<file path="src/rtl/bspi_pkg.sv">
package bspi_pkg;
  typedef enum logic [1:0] {
    OP_RD  = 2'd0,
    OP_WR  = 2'd1,
    OP_SET = 2'd2,
    OP_CLR = 2'd3
  } op_e;

  typedef enum logic [1:0] {
    TX_BCLR = 2'd0,
    TX_BSET = 2'd1,
    TX_ACC  = 2'd2
  } txn_e;

  typedef enum logic [2:0] {
    ST_IDLE = 3'd0,
    ST_SEND = 3'd1,
    ST_WAIT = 3'd2,
    ST_GAP  = 3'd3
  } st_e;

  localparam logic [2:0] OPC_RD  = 3'b000;
  localparam logic [2:0] OPC_WR  = 3'b010;
  localparam logic [2:0] OPC_SET = 3'b100;
  localparam logic [2:0] OPC_CLR = 3'b101;
endpackage

</file>
<file path="src/rtl/bspi_bank_cache.sv">
module bspi_bank_cache #(
  parameter int AW          = 5,
  parameter int BW          = 2,
  parameter int SHARED_BASE = 27
) (
  input  logic          clk,
  input  logic          rst_n,
  input  logic          load,
  input  logic [BW-1:0] load_val,
  input  logic [AW-1:0] q_addr,
  input  logic [BW-1:0] q_bank,
  output logic          need_switch
);
  localparam logic [AW-1:0] SHARED_LO = AW'(SHARED_BASE);

  logic [BW-1:0] cur_bank;

  always_ff @(posedge clk or negedge rst_n) begin
    if (!rst_n) cur_bank <= '0;
    else if (load) cur_bank <= load_val;
  end

  assign need_switch = (q_addr < SHARED_LO) && (q_bank != cur_bank);
endmodule

</file>
<file path="src/rtl/bspi_cmd_gen.sv">
module bspi_cmd_gen
  import bspi_pkg::*;
#(
  parameter int AW       = 5,
  parameter int BW       = 2,
  parameter int DW       = 8,
  parameter int SEL_ADDR = 31
) (
  input  txn_e          kind,
  input  op_e           op,
  input  logic          slow,
  input  logic [AW-1:0] addr,
  input  logic [BW-1:0] bank,
  input  logic [DW-1:0] data,
  input  logic          idx,
  output logic [DW-1:0] tx_byte,
  output logic          last
);
  localparam int OPW = DW - AW;
  localparam logic [AW-1:0] SEL = AW'(SEL_ADDR);
  localparam logic [DW-1:0] BSEL_MASK = DW'((1 << BW) - 1);

  logic [OPW-1:0] opc;

  always_comb begin
    unique case (op)
      OP_RD:   opc = OPW'(OPC_RD);
      OP_WR:   opc = OPW'(OPC_WR);
      OP_SET:  opc = OPW'(OPC_SET);
      default: opc = OPW'(OPC_CLR);
    endcase
  end

  always_comb begin
    tx_byte = '0;
    last    = idx;
    unique case (kind)
      TX_BCLR: tx_byte = idx ? BSEL_MASK : {OPW'(OPC_CLR), SEL};
      TX_BSET: tx_byte = idx ? DW'(bank) : {OPW'(OPC_SET), SEL};
      default: begin
        if (!idx)            tx_byte = {opc, addr};
        else if (op == OP_RD) tx_byte = '0;
        else                 tx_byte = data;
        if (op == OP_RD && !slow) last = 1'b1;
      end
    endcase
  end
endmodule

</file>
<file path="src/rtl/bank_spi_seq.sv">
module bank_spi_seq
  import bspi_pkg::*;
#(
  parameter int AW          = 5,
  parameter int BW          = 2,
  parameter int DW          = 8,
  parameter int SHARED_BASE = 27,
  parameter int SEL_ADDR    = 31
) (
  input  logic             clk,
  input  logic             rst_n,
  input  logic             req_valid,
  output logic             req_ready,
  input  logic [AW+BW-1:0] req_reg,
  input  logic [1:0]       req_op,
  input  logic             req_slow,
  input  logic [DW-1:0]    req_data,
  output logic             done,
  output logic [DW-1:0]    done_data,
  output logic             spi_cs_n,
  output logic             spi_tx_valid,
  input  logic             spi_tx_ready,
  output logic [DW-1:0]    spi_tx_byte,
  input  logic             spi_rx_valid,
  input  logic [DW-1:0]    spi_rx_byte
);
  st_e           st;
  txn_e          kind;
  logic          idx;
  op_e           r_op;
  logic          r_slow;
  logic [AW-1:0] r_addr;
  logic [BW-1:0] r_bank;
  logic [DW-1:0] r_data;

  logic          need_switch;
  logic          byte_last;
  logic          take;
  logic          xfer_end;
  logic          cache_load;
  logic [BW-1:0] cache_val;

  assign take       = req_valid && req_ready;
  assign xfer_end   = (st == ST_WAIT) && spi_rx_valid;
  assign cache_load = xfer_end && byte_last && (kind != TX_ACC);
  assign cache_val  = (kind == TX_BSET) ? r_bank : '0;

  bspi_bank_cache #(.AW(AW), .BW(BW), .SHARED_BASE(SHARED_BASE)) u_cache (
    .clk        (clk),
    .rst_n      (rst_n),
    .load       (cache_load),
    .load_val   (cache_val),
    .q_addr     (req_reg[AW-1:0]),
    .q_bank     (req_reg[AW+BW-1:AW]),
    .need_switch(need_switch)
  );

  bspi_cmd_gen #(.AW(AW), .BW(BW), .DW(DW), .SEL_ADDR(SEL_ADDR)) u_gen (
    .kind   (kind),
    .op     (r_op),
    .slow   (r_slow),
    .addr   (r_addr),
    .bank   (r_bank),
    .data   (r_data),
    .idx    (idx),
    .tx_byte(spi_tx_byte),
    .last   (byte_last)
  );

  always_ff @(posedge clk or negedge rst_n) begin
    if (!rst_n) begin
      st        <= ST_IDLE;
      kind      <= TX_ACC;
      idx       <= 1'b0;
      r_op      <= OP_RD;
      r_slow    <= 1'b0;
      r_addr    <= '0;
      r_bank    <= '0;
      r_data    <= '0;
      done      <= 1'b0;
      done_data <= '0;
    end else begin
      done <= 1'b0;
      unique case (st)
        ST_IDLE: if (take) begin
          r_op   <= op_e'(req_op);
          r_slow <= req_slow;
          r_addr <= req_reg[AW-1:0];
          r_bank <= req_reg[AW+BW-1:AW];
          r_data <= req_data;
          kind   <= need_switch ? TX_BCLR : TX_ACC;
          idx    <= 1'b0;
          st     <= ST_SEND;
        end
        ST_SEND: if (spi_tx_ready) st <= ST_WAIT;
        ST_WAIT: if (spi_rx_valid) begin
          if (!byte_last) begin
            idx <= 1'b1;
            st  <= ST_SEND;
          end else begin
            idx <= 1'b0;
            unique case (kind)
              TX_BCLR: begin
                kind <= (r_bank != '0) ? TX_BSET : TX_ACC;
                st   <= ST_GAP;
              end
              TX_BSET: begin
                kind <= TX_ACC;
                st   <= ST_GAP;
              end
              default: begin
                done      <= 1'b1;
                done_data <= (r_op == OP_RD) ? spi_rx_byte : '0;
                st        <= ST_IDLE;
              end
            endcase
          end
        end
        default: st <= ST_SEND;
      endcase
    end
  end

  assign req_ready    = (st == ST_IDLE);
  assign spi_tx_valid = (st == ST_SEND);
  assign spi_cs_n     = !((st == ST_SEND) || (st == ST_WAIT));
endmodule

</file>
<file path="config.mk">
export PLATFORM = sky130hd
export DESIGN_NAME = bank_spi_seq
export DESIGN_NICKNAME = d
export VERILOG_FILES = /design/src/rtl/bspi_pkg.sv /design/src/rtl/bspi_bank_cache.sv /design/src/rtl/bspi_cmd_gen.sv /design/src/rtl/bank_spi_seq.sv
export SDC_FILE = /design/constraint.sdc
export NUM_CORES = 1
export LEC_CHECK = 0
export BUFFER_PORTS_ARGS = -buffer_cell sky130_fd_sc_hd__buf_2
export CAP_MARGIN = 30
export CORE_AREA = 5 5 77 62
export CTS_CLUSTER_DIAMETER = 200
export CTS_CLUSTER_SIZE = 10
export DETAILED_ROUTE_END_ITERATION = 10
export DIE_AREA = 0 0 82 67
export PLACE_DENSITY = 0.69
export SLEW_MARGIN = 40
export SYNTH_ARGS = -nofsm -noshare
export SYNTH_HDL_FRONTEND = slang
export SYNTH_SLANG_ARGS = --single-unit
</file>
<file path="constraint.sdc">
create_clock -name clk -period 3.55 [get_ports clk]
set_clock_uncertainty 0.1 [all_clocks]
set_input_delay 0.1775 -clock clk [delete_from_list [all_inputs] [get_ports clk]]
set_output_delay 0.1775 -clock clk [all_outputs]
set_load 0.005 [all_outputs]
</file>
==> flow_summary.yaml <==
run_status:
  outcome: "finished clean"
sta:
  min_period_ps: 2040
  rsz0062_at_grt: "false"
  worst_pin_slew_ps: 732
  maxSlewHeadroom: 0.512
  fin_crit_sh: 0.574
  drv_slew: 0
  fmax_mhz: 490
  setup_slack_ps: 1510
  setup-violations-final: 0
  hold_viol: 0
  setup_tns_ps: 0
pwr:
  power.total_mw: 1.70
  power.internal_mw: 1.06
  p_per_area_nw_per_um2: 797
  comb_power_share: 0.400
  power_frac_clock: 0.171
  power_frac_seq: 0.428
  switchingPower_mw: 0.644
  max-vdd-ir-drop_v: 0.000337
  p_leak_nw: 1.02
  sw_frac_of_total: 0.378
global_route:
  grt_pass1_vias: 1293
  antenna_found_initial: 0
  grt_max_degree: 35
  grt_util_all_layers: 0.154
  grt_pass1_wl_mm: 6.27
  overflow: 0
hold_path:
  min_to: "r_data[1]"
  hold_class: "input pin to flop"
  min_from: "req_data[1]"
  hold_path_depth: 2
clock_network:
  cts_made_buffers: 5
  post_cts_buffers: 0
  cts_tree: "yes"
  clock-sinks: 34
  cts.path.max_buffers: 2
  clk_root_buffer_cell: "clkbuf_8"
  htreeDepth: 2
  clock_latency_ps: 280
  path_clk_slew_ps: 70
critical_path:
  crit_fanout: 19
  worstSetupStartpointType: "flop"
  criticalPathCategory: "flop to output port"
  critPathCaptureType: "output port"
  r2r-end: "done_data[4]"
  critPathRequiredTime_ps: 3270
  r2r_slack_ps: 1640
  r2r_start: "st[0]"
  arrival_ps: 1760
  reg2reg_depth: 5
  worstSetupStartpoint: "idx"
layout:
  fin_nets: 254
  drive_gt1_frac: 0.303
  area_growth_pct: 26.6
  final_cell_mix: "49 x buf_2, 33 x dfrtp_1, 21 x nand2_1"
  num_antenna_cells: 0
  final_common_cell: "buf_2"
  layout.cells.non_filler: 276
  fill_cells: 378
  fin_area_sq_um: 2140
drt:
  drc: 0
  first_iter_violations: 84
  drtAntennaViolNets: 0
  route.vias.total: 1360
  wirelength_mm: 3.71
  first_pass_iters: 4
  routed_via_density: 4.93
  wire_per_inst_um: 13.4
placement:
  hpwlAfterDp_mm: 2.63
  post_dp_cell_area_sq_um: 1970
  gp_congestion: 0.788
  pre_cts_ws_ps: 1640
  place_inst: 261
  io_buffers: 50
die:
  io_pins: 51
  coreArea_sq_um: 3900
  initial_core_util: 0.433
  die_w_um: 82
  rows: 20
  die_area_sq_um: 5490
  die_h_um: 67
yosys:
  synth_edf_count: 0
  avgSynthCellArea_sq_um: 10.4
  synth_cell_types: 36
  synth-simple-area-share: 0.128
  synth-main-ff-cell: "dfrtp_1"
  async_flop_share: 1.00
  netlist_instances: 162
  yosys-mux-area-fraction: 0.157
  ys_seq_area_frac: 0.504
  synth_area_sq_um: 1690
  synth_compound_area_frac: 0.136
  synth-xor-area-share: 0.0104
  ys.warnings.count: 0
  synth_top_family_by_area: "multiplexers"
  synthAdderAreaFrac: 0.0222
  syn-num-nets: 196
  ys_seq_elements: 34
job:
  max-cap-violations: 0
[cells by family (layout without fill, tap and decap cells)]
family / after synthesis / after routing
AND/OR/NAND/NOR: 46 / 46
AO/OA/AOI/OAI: 37 / 37
flip-flops: 34 / 34
multiplexers: 24 / 24
buffers and inverters: 16 / 75
adder cells (fa/ha/maj): 3 / 3
XOR/XNOR: 2 / 2
[cells in the mapped netlist (2+ instances only)]
master     n  share of area
dfrtp_1   33           0.49
a21oi_1   11          0.033
o21ai_0    3         0.0089
nor2b_1    2         0.0074
mux2_1    20           0.13
nor2_1     8          0.018
ha_1       3          0.022
inv_2      3         0.0067
inv_1      7          0.016
a31oi_1    3          0.011
nand2b_1   2         0.0074
xor2_1     2          0.010
o211ai_1   2         0.0089
o21ai_1    9          0.027
o22ai_1    2         0.0074
mux2i_1    4          0.024
a22o_1     2          0.010
buf_2      3         0.0089
nor3_1     2         0.0059
nand2_1   21          0.047
nand3_1    5          0.015
[metrics by stage]
step / hold slack, ps / util
final: 4.39 / 0.548
after global routing: 1.38 / 0.548
after CTS: 0.167 / 0.542
after detailed placement: 191 / 0.506
after global placement: 200 / 0.506
after floorplan: -218 / -
[cell type report]
cell class,count,area [sq um],area share
Tap cell,55,68.8,0.0322
Multi-Input combinational cell,112,766,0.358
Inverter,10,37.5,0.0176
Timing Repair Buffer,57,323,0.151
Clock inverter,1,5.00,0.00234
Sequential cell,34,852,0.398
Clock buffer,7,86.3,0.0404
[metal layers]
layer	track usage	up-vias	part of all wire
li1	-	683	-
met1	0.218	623	0.50
met2	0.216	48	0.43
met3	0.0608	6	0.066
met4	0.0436	0	0.013
met5	0	-	0
[sequential cells by signal, summed over array words and instances (netlist names)]
register	count
r_slow	1
r_addr	5
kind	2
r_data	8
r_op	2
done	1
idx	1
u_cache.cur_bank	2
r_bank	2
st	2
done_data	8
[critical path, cell delays in order, from the launching register on]
cell and delay (ps):
dfrtp_1 740, mux2_1 380, a21oi_1 150, o21ai_1 80, buf_2 130
[what timing repair did]
action                    4_1_cts  5_1_grt
hold buffers                    5        2
gates resized for setup         0        0
hold endpoints to repair       37        2
[worst max-delay path by stage]
stage	depth (start not counted)	to	slack, ps
finish	4	spi_tx_byte[5]	1510
global route	5	done_data[3]	1400
CTS	4	spi_tx_byte[5]	1520
detailed placement	5	done_data[0]	1640
global placement	5	done_data[4]	1680
floorplan	5	r_op[1]	1940
[power by group through the flow]
stage | Sequential (mW) | Combinational (mW) | Clock, mW
CTS | 0.728 | 0.690 | 0.301
global placement | 0.730 | 0.670 | 0
global route | 0.759 | 0.780 | 0.322
finish | 0.729 | 0.682 | 0.292
floorplan | 0.678 | 0.480 | 0
detailed placement | 0.734 | 0.683 | 0
Power figures use the tool's default switching activity.
